**src/rtl/lane_pkg.sv**
```systemverilog
package lane_pkg;

  typedef enum logic [1:0] {
    ACC_BYTE = 2'd0,
    ACC_HALF = 2'd1,
    ACC_WORD = 2'd2
  } accWidth_t;

  typedef enum logic {
    ST_IDLE = 1'b0,
    ST_WAIT = 1'b1
  } seqState_t;

  // Strobes from the sequencer to the datapath
  typedef struct packed {
    logic launch;    // capture operands, drive the bus
    logic complete;  // ready seen: release the bus, capture load lane
  } seqCtrl_t;

endpackage

```
**src/rtl/lane_steer_ctrl.sv**
```systemverilog
module lane_steer_ctrl
  import lane_pkg::*;
(
  input  logic     clk,
  input  logic     rstN,
  input  logic     start,
  input  logic     memRdy,
  output seqCtrl_t ctrl,
  output logic     done
);

  seqState_t stateQ, stateNext;

  always_comb begin
    ctrl          = '0;
    stateNext     = stateQ;
    case (stateQ)
      ST_IDLE: begin
        if (start) begin
          ctrl.launch = 1'b1;
          stateNext   = ST_WAIT;
        end
      end
      ST_WAIT: begin
        if (memRdy) begin
          ctrl.complete = 1'b1;
          stateNext     = ST_IDLE;
        end
      end
      default: stateNext = ST_IDLE;
    endcase
  end

  always_ff @(posedge clk or negedge rstN) begin
    if (!rstN) begin
      stateQ <= ST_IDLE;
      done   <= 1'b0;
    end else begin
      stateQ <= stateNext;
      done   <= ctrl.complete;
    end
  end

endmodule

```
**src/rtl/lane_steer_dp.sv**
```systemverilog
module lane_steer_dp
  import lane_pkg::*;
#(
  parameter int DATA_W = 32,
  parameter int IMM_W  = 16
) (
  input  logic              clk,
  input  logic              rstN,
  input  seqCtrl_t          ctrl,
  input  logic [DATA_W-1:0] baseReg,
  input  logic              useImm,
  input  logic [IMM_W-1:0]  immVal,
  input  logic [DATA_W-1:0] idxReg,
  input  logic [DATA_W-1:0] storeData,
  input  logic [1:0]        accWidth,
  input  logic              isWrite,
  input  logic [DATA_W-1:0] memRdata,
  output logic [DATA_W-1:0] memAddr,
  output logic [DATA_W-1:0] memWdata,
  output logic              memRd,
  output logic [DATA_W/8-1:0] memWe,
  output logic [DATA_W-1:0] loadData
);

  localparam int LANES      = DATA_W / 8;
  localparam int HALF_LANES = LANES / 2;
  localparam int SEL_W      = $clog2(LANES);

  // ---------------- address formation ----------------
  logic [DATA_W-1:0] immExt;
  logic [DATA_W-1:0] offsetOperand;
  logic [DATA_W-1:0] effAddr;

  assign immExt        = {{(DATA_W-IMM_W){immVal[IMM_W-1]}}, immVal};
  assign offsetOperand = useImm ? immExt : idxReg;
  assign effAddr       = baseReg + offsetOperand;

  logic [SEL_W-1:0] byteSel;
  logic [SEL_W-2:0] halfSel;
  assign byteSel = effAddr[SEL_W-1:0];
  assign halfSel = effAddr[SEL_W-1:1];

  // ---------------- store steering ----------------
  logic [DATA_W-1:0] byteRep;
  logic [DATA_W-1:0] halfRep;

  for (genvar g = 0; g < LANES; g++) begin : g_byteRep
    assign byteRep[8*g +: 8] = storeData[7:0];
  end

  for (genvar h = 0; h < HALF_LANES; h++) begin : g_halfRep
    assign halfRep[16*h +: 16] = storeData[15:0];
  end

  logic [LANES-1:0]  weNext;
  logic [DATA_W-1:0] wdNext;

  always_comb begin
    case (accWidth_t'(accWidth))
      ACC_BYTE: begin
        weNext = LANES'(1) << byteSel;
        wdNext = byteRep;
      end
      ACC_HALF: begin
        weNext = LANES'(2'b11) << {halfSel, 1'b0};
        wdNext = halfRep;
      end
      default: begin
        weNext = '1;
        wdNext = storeData;
      end
    endcase
  end

  // ---------------- load extraction ----------------
  logic [DATA_W-1:0] byteShift;
  logic [DATA_W-1:0] halfShift;
  logic [DATA_W-1:0] loadNext;
  logic [1:0]        widthQ;

  assign byteShift = memRdata >> {memAddr[SEL_W-1:0], 3'b000};
  assign halfShift = memRdata >> {memAddr[SEL_W-1:1], 4'b0000};

  always_comb begin
    case (accWidth_t'(widthQ))
      ACC_BYTE: loadNext = {{(DATA_W-8){1'b0}},  byteShift[7:0]};
      ACC_HALF: loadNext = {{(DATA_W-16){1'b0}}, halfShift[15:0]};
      default:  loadNext = memRdata;
    endcase
  end

  // ---------------- bus and result registers ----------------
  always_ff @(posedge clk or negedge rstN) begin
    if (!rstN) begin
      memAddr  <= '0;
      memWdata <= '0;
      memRd    <= 1'b0;
      memWe    <= '0;
      widthQ   <= 2'd0;
      loadData <= '0;
    end else if (ctrl.launch) begin
      memAddr  <= effAddr;
      memWdata <= isWrite ? wdNext : '0;
      memRd    <= !isWrite;
      memWe    <= isWrite ? weNext : '0;
      widthQ   <= accWidth;
    end else if (ctrl.complete) begin
      memRd    <= 1'b0;
      memWe    <= '0;
      if (memRd) loadData <= loadNext;
    end
  end

endmodule

```
**src/rtl/lane_steer_seq.sv**
```systemverilog
module lane_steer_seq
  import lane_pkg::*;
#(
  parameter int DATA_W = 32,
  parameter int IMM_W  = 16
) (
  input  logic                clk,
  input  logic                rstN,
  input  logic                start,
  input  logic [DATA_W-1:0]   baseReg,
  input  logic                useImm,
  input  logic [IMM_W-1:0]    immVal,
  input  logic [DATA_W-1:0]   idxReg,
  input  logic [DATA_W-1:0]   storeData,
  input  logic [1:0]          accWidth,
  input  logic                isWrite,
  input  logic                memRdy,
  input  logic [DATA_W-1:0]   memRdata,
  output logic [DATA_W-1:0]   memAddr,
  output logic [DATA_W-1:0]   memWdata,
  output logic                memRd,
  output logic [DATA_W/8-1:0] memWe,
  output logic [DATA_W-1:0]   loadData,
  output logic                done
);

  seqCtrl_t ctrl;

  lane_steer_ctrl u_ctrl (
    .clk    (clk),
    .rstN   (rstN),
    .start  (start),
    .memRdy (memRdy),
    .ctrl   (ctrl),
    .done   (done)
  );

  lane_steer_dp #(
    .DATA_W (DATA_W),
    .IMM_W  (IMM_W)
  ) u_dp (
    .clk       (clk),
    .rstN      (rstN),
    .ctrl      (ctrl),
    .baseReg   (baseReg),
    .useImm    (useImm),
    .immVal    (immVal),
    .idxReg    (idxReg),
    .storeData (storeData),
    .accWidth  (accWidth),
    .isWrite   (isWrite),
    .memRdata  (memRdata),
    .memAddr   (memAddr),
    .memWdata  (memWdata),
    .memRd     (memRd),
    .memWe     (memWe),
    .loadData  (loadData)
  );

endmodule

```
**config.mk**
```make
export PLATFORM = sky130hd
export DESIGN_NAME = lane_steer_seq
export DESIGN_NICKNAME = d
export VERILOG_FILES = /design/src/rtl/lane_pkg.sv /design/src/rtl/lane_steer_ctrl.sv /design/src/rtl/lane_steer_dp.sv /design/src/rtl/lane_steer_seq.sv
export SDC_FILE = /design/constraint.sdc
export NUM_CORES = 1
export LEC_CHECK = 0
export BUFFER_PORTS_ARGS = -buffer_cell sky130_fd_sc_hd__buf_4
export CAP_MARGIN = 20
export CORE_UTILIZATION = 46
export CTS_BUF_LIST = sky130_fd_sc_hd__clkbuf_16
export CTS_CLUSTER_SIZE = 14
export DETAILED_ROUTE_END_ITERATION = 7
export PLACE_DENSITY = 0.81
export REMOVE_ABC_BUFFERS = 1
export SLEW_MARGIN = 20
export SYNTH_ARGS = -nofsm -noshare
export SYNTH_HDL_FRONTEND = slang
export SYNTH_SLANG_ARGS = --single-unit
```
**constraint.sdc**
```tcl
create_clock -name clk -period 1.7 [get_ports clk]
set_input_delay 0.085 -clock clk [delete_from_list [all_inputs] [get_ports clk]]
set_output_delay 0.085 -clock clk [all_outputs]
set_load 0.02 [all_outputs]
```
## Yosys cells after proc, flatten, opt, wreduce, memory -nomap -nowiden

Index checks and enable logic that the tools add are counted.

| storage, ports and cells | value |
|---|---|
| bits in registers | 105 |
| bits of input ports | 152 |
| output and inout port bits | 102 |
| word-level logic and storage cells | 38 |

| cells by class | value |
|---|---|
| mux-type cells | 16 |
| shift operators | 4 |
| reductions and logical operators | 5 |
| bitwise logic cells | 2 |
| add/sub/neg operators | 1 |
| equal/unequal tests | 2 |

Operators by type and width:

| kind | count |
|---|---|
| $pmux W32 S2 | 2 |
| $mux W32 | 2 |
| $add A32 B32 Y32 | 1 |
| $shr A32 B5 Y16 | 1 |
| $shr A32 B5 Y8 | 1 |
| $mux W4 | 3 |
| $pmux W4 S2 | 1 |
| $mux W1 | 7 |
| $eq A2 B1 Y1 const B | 2 |
| $logic_not A2 Y1 | 2 |
| $shl A1 B2 Y4 const A | 1 |
| $shl A2 B2 Y4 const A | 1 |
| $reduce_and A3 Y1 | 1 |
| $not A1 Y1 | 2 |
| $pmux W1 S2 | 1 |
| $reduce_bool A2 Y1 | 1 |
| $logic_not A1 Y1 | 1 |

## Longest topological paths before layout

| depth | value |
|---|---|
| word-level depth | 6 |
| gate-level depth with buffers | 12 |
| mapped depth without buffers | 11 |

## Hierarchy

From an unflattened synthesis, not the netlist that was laid out.

| unflattened totals | value |
|---|---|
| cells, all modules | 742 |
| area total of the unflattened synthesis | 6691.4 µm² |

Modules (own cells, without submodules):

| module | instances | area each (µm²) | seq. area each (µm²) | cells each |
|---|---|---|---|---|
| lane_steer_dp | 1 | 6613.8 | 2577.5 | 736 |
| lane_steer_ctrl | 1 | 77.6 | 50.0 | 6 |

## Worst setup path after synthesis

OpenSTA, ideal clock, no wires.

| path | value |
|---|---|
| kind | input-to-reg |
| from | input useImm |
| to | register u_dp.memAddr[30] |
| stages | 12 |
| buffers on the path | 1 |
| arrival time | 2.495 ns |
| slack | -0.864 ns |
| data required time | 1.631 ns |
| setup time | 0.069 ns |
| cell sequence | clkbuf_1 mux2_2 ha_1 inv_1 fa_1 and2b_1 o211ai_2 a211oi_2 o21ai_2 a21oi_1 or4_1 nand3_1 |

| between the ends | value |
|---|---|
| word-level cells in the longest chain between the ends | 2 |

RTL lines:

| what | RTL line | text |
|---|---|---|
| start, declared | lane_steer_seq.sv:11 | `input logic useImm,` |
| $mux W32 | lane_steer_dp.sv:35 | `assign offsetOperand = useImm ? immExt : idxReg;` |
| $add A32 B32 Y32 | lane_steer_dp.sv:36 | `assign effAddr = baseReg + offsetOperand;` |
| end signal, assigned | lane_steer_dp.sv:102 | `memAddr <= effAddr;` |
| end, declared | lane_steer_dp.sv:18 | `output logic [DATA_W-1:0] memAddr,` |

Every way passes these cells.
A chain may end at the register's enable or synchronous reset.

## Worst setup path after layout

| path | value |
|---|---|
| from | input useImm |
| to | register u_dp.memAddr[28] |

The elaborated chain is that of the path after synthesis.

==> run summary <==
Status -> finished with violations
Failing checks -> negative setup slack
Max-cap viol count -> 0
Final Setup Violations -> 25
Vias per cell -> 5.62
Die Span X -> 124 µm
EDFF count, synth -> 0
Clock Sinks -> 105
Seq/Total Area, Yosys -> 38.4%
Worst slew pin tran -> 0.621 ns
Grt total ovfl -> 0
PortBufs -> 253
Clk buf depth -> 2
GRT Total Usage -> 30.7%
First-pass GRT wire length -> 36400 µm
Worst EP required -> 1.98 ns
Crit. End Element -> register
FF+latch count, synth -> 105
Routed Antenna Nets -> 0
Main synth FF type -> dfrtp_1
Iteration-0 DRC Markers -> 603
Area delta synth->final -> 60.7%
Final Non-Filler Cells -> 1390
Fmax -> 455 MHz
Share of layout cells above drive strength 1 -> 41.8%
Final Wtd Congestion -> 0.946
Worst-path clk slew -> 0.08 ns
I/O Pins -> 254
Setup TNS -> -7.91 ns
Final hold vios -> 0
Final period utilization -> 129%
Via count -> 7805
TritonCTS clock tree -> built
Net count, final -> 1385
Worst hold path class -> input port to register
VDD IR max -> 0.000537 V
Asr flop ratio synth -> 100%
Diode count -> 0
P_leak -> 5.41 nW
Power density cells -> 1070 nW/µm²
H-tree depth -> 3
Detailed Place HPWL -> 16300 µm
FP Rows -> 44
Pre-CTS setup slack -> -0.974 ns
Remaining DRCs -> 0
Cells after DPL -> 1333
Initial antenna violation count -> 0
Syn_area_per_cell -> 8.23 µm²
Skew-Pair Late Insertion Delay -> 0.36 ns
Largest net degree at the start of global routing -> 65
Tot Pwr -> 0.0118 W
WS Path Type -> input port to register
Setup ws final -> -0.498 ns
Filler cell count -> 993
Root Buffer -> clkbuf_16
Final Max Tran Viols -> 0
Final core utilization -> 75.7%
YS warnings -> 0
Drt total wl -> 24700 µm
Skew final -> 0.00597 ns
Post-Synthesis Cell Area -> 6850 µm²
Post-Syn Instances -> 832
TritonCTS Buffers -> 9
Library cells used by synthesis -> 58
Startpoint types -> input port
RSZ-0062 raised after global routing -> true
WL/cell -> 17.8 µm
Die area -> 15400 µm²
Min Tclk post-route -> 2.20 ns
Crit path DAT -> 2.48 ns
Slew HR -> 58.6%
Vias in the first global route -> 7538
Most common cell after layout, fill and taps aside -> buf_4
CORE AREA -> 14500 µm²
Starting Density -> 47.1%
Sequential cell area -> 2630 µm²
Die height -> 124 µm
Multi-input logic area -> 4430 µm²
Commonest non-fill, non-tap cells in the layout -> 374 x buf_4, 153 x nand2_1, 105 x dfrtp_1
Crit path max fanout -> 4
Drt pass-1 iters -> 5
-- worst max-delay path, cell delays in order --
cell      delay [ns]
buf_12          0.12
mux2_4          0.21
ha_4            0.14
inv_2           0.04
fa_2            0.33
and2b_1         0.24
o211ai_2        0.13
buf_6           0.15
a211oi_4        0.28
o21ai_2         0.12
and3_1          0.20
or3_1           0.30
a31oi_1         0.14
-- cell type report --
class	count	share of cell area (%)
flip-flops and latches	105	23.9
clock buffers	9	2.05
well taps	184	2.09
multi-input cells	638	40.2
clock inverters	7	0.682
repair buffers	409	29.8
inverters	38	1.30
-- cell usage after synthesis (all sizes together), types with 9 or more instances --
cell | count | share of area (%)
xor2 | 9 | 1.2
a22oi | 9 | 0.99
o21ai | 130 | 9.6
nand3 | 20 | 1.5
mux2 | 14 | 2.3
nor3b | 9 | 0.99
nor2 | 39 | 2.2
xnor2 | 11 | 1.4
nand2 | 157 | 8.6
a21o | 16 | 1.8
mux2i | 33 | 4.8
ha | 31 | 5.7
dfrtp | 105 | 38
a21oi | 58 | 4.3
inv | 38 | 2.1
clkbuf | 45 | 2.5
-- where the power goes --
group | leakage (nW) | switching [W] | internal [W]
combinational | 3.92 | 0.00320 | 0.00268
clock | 0.147 | 0.00103 | 0.00116
sequential | 1.35 | 0.000495 | 0.00325
total | 5.41 | 0.00473 | 0.00709
-- path summary, 6_finish.rpt --
check,to,slack (ns),cells after the start,startpoint
setup reg to reg,u_dp.loadData[0],0.23,7,u_dp.memAddr[0]
setup / recovery,u_dp.memAddr[28],-0.50,13,useImm
hold / removal,u_dp.loadData[27],0.009,3,memRdata[27]
hold reg to reg,u_dp.memWdata[7],0.48,2,u_dp.memWdata[7]
max in group asynchronous,u_dp.memAddr[19],0.78,3,rstN
min in group asynchronous,u_dp.memWdata[17],0.27,2,rstN
-- registers in the layout, summed over array words and instances (netlist names) --
signal	count
u_ctrl.done	1
u_ctrl.stateQ	1
u_dp.loadData	32
u_dp.memAddr	32
u_dp.memRd	1
u_dp.memWdata	32
u_dp.memWe	4
u_dp.widthQ	2
-- timing repair --
action                                  4_1_cts  5_1_grt
hold buffers                                 19        0
endpoints found under the setup margin       26       27
resized for setup                            81       43
pin swaps                                    44       48
setup buffers                                11       12
gates cloned                                  2        0
hold endpoints to repair                     56        0
-- metal layers --
metal  track usage (%)  up-vias  share of wire, %
li1                  -     3659                 -
met1              35.1     3671                39
met2              53.9      379                51
met3              5.82       96               6.2
met4              16.7        0               4.3
met5                 0        -                 0
-- through the flow --
step	instance area (µm²)	hold slack [ns]
CTS	10800	0.00336
global placement	9730	0.133
detailed placement	9730	0.136
floorplan	6650	-0.211
finish	11000	0.00852
global route	11000	0.0139
-- kinds of logic after synthesis --
logic type | count (synthesis) | synth area share, %
compound gates | 267 | 23.3
xor+xnor | 20 | 2.56
fa+ha+maj | 32 | 5.95
buf+inv | 89 | 4.97
flops | 105 | 38.4
mux | 47 | 7.12
simple gates | 272 | 17.7
Note: power is estimated with default switching activity, not from simulation.
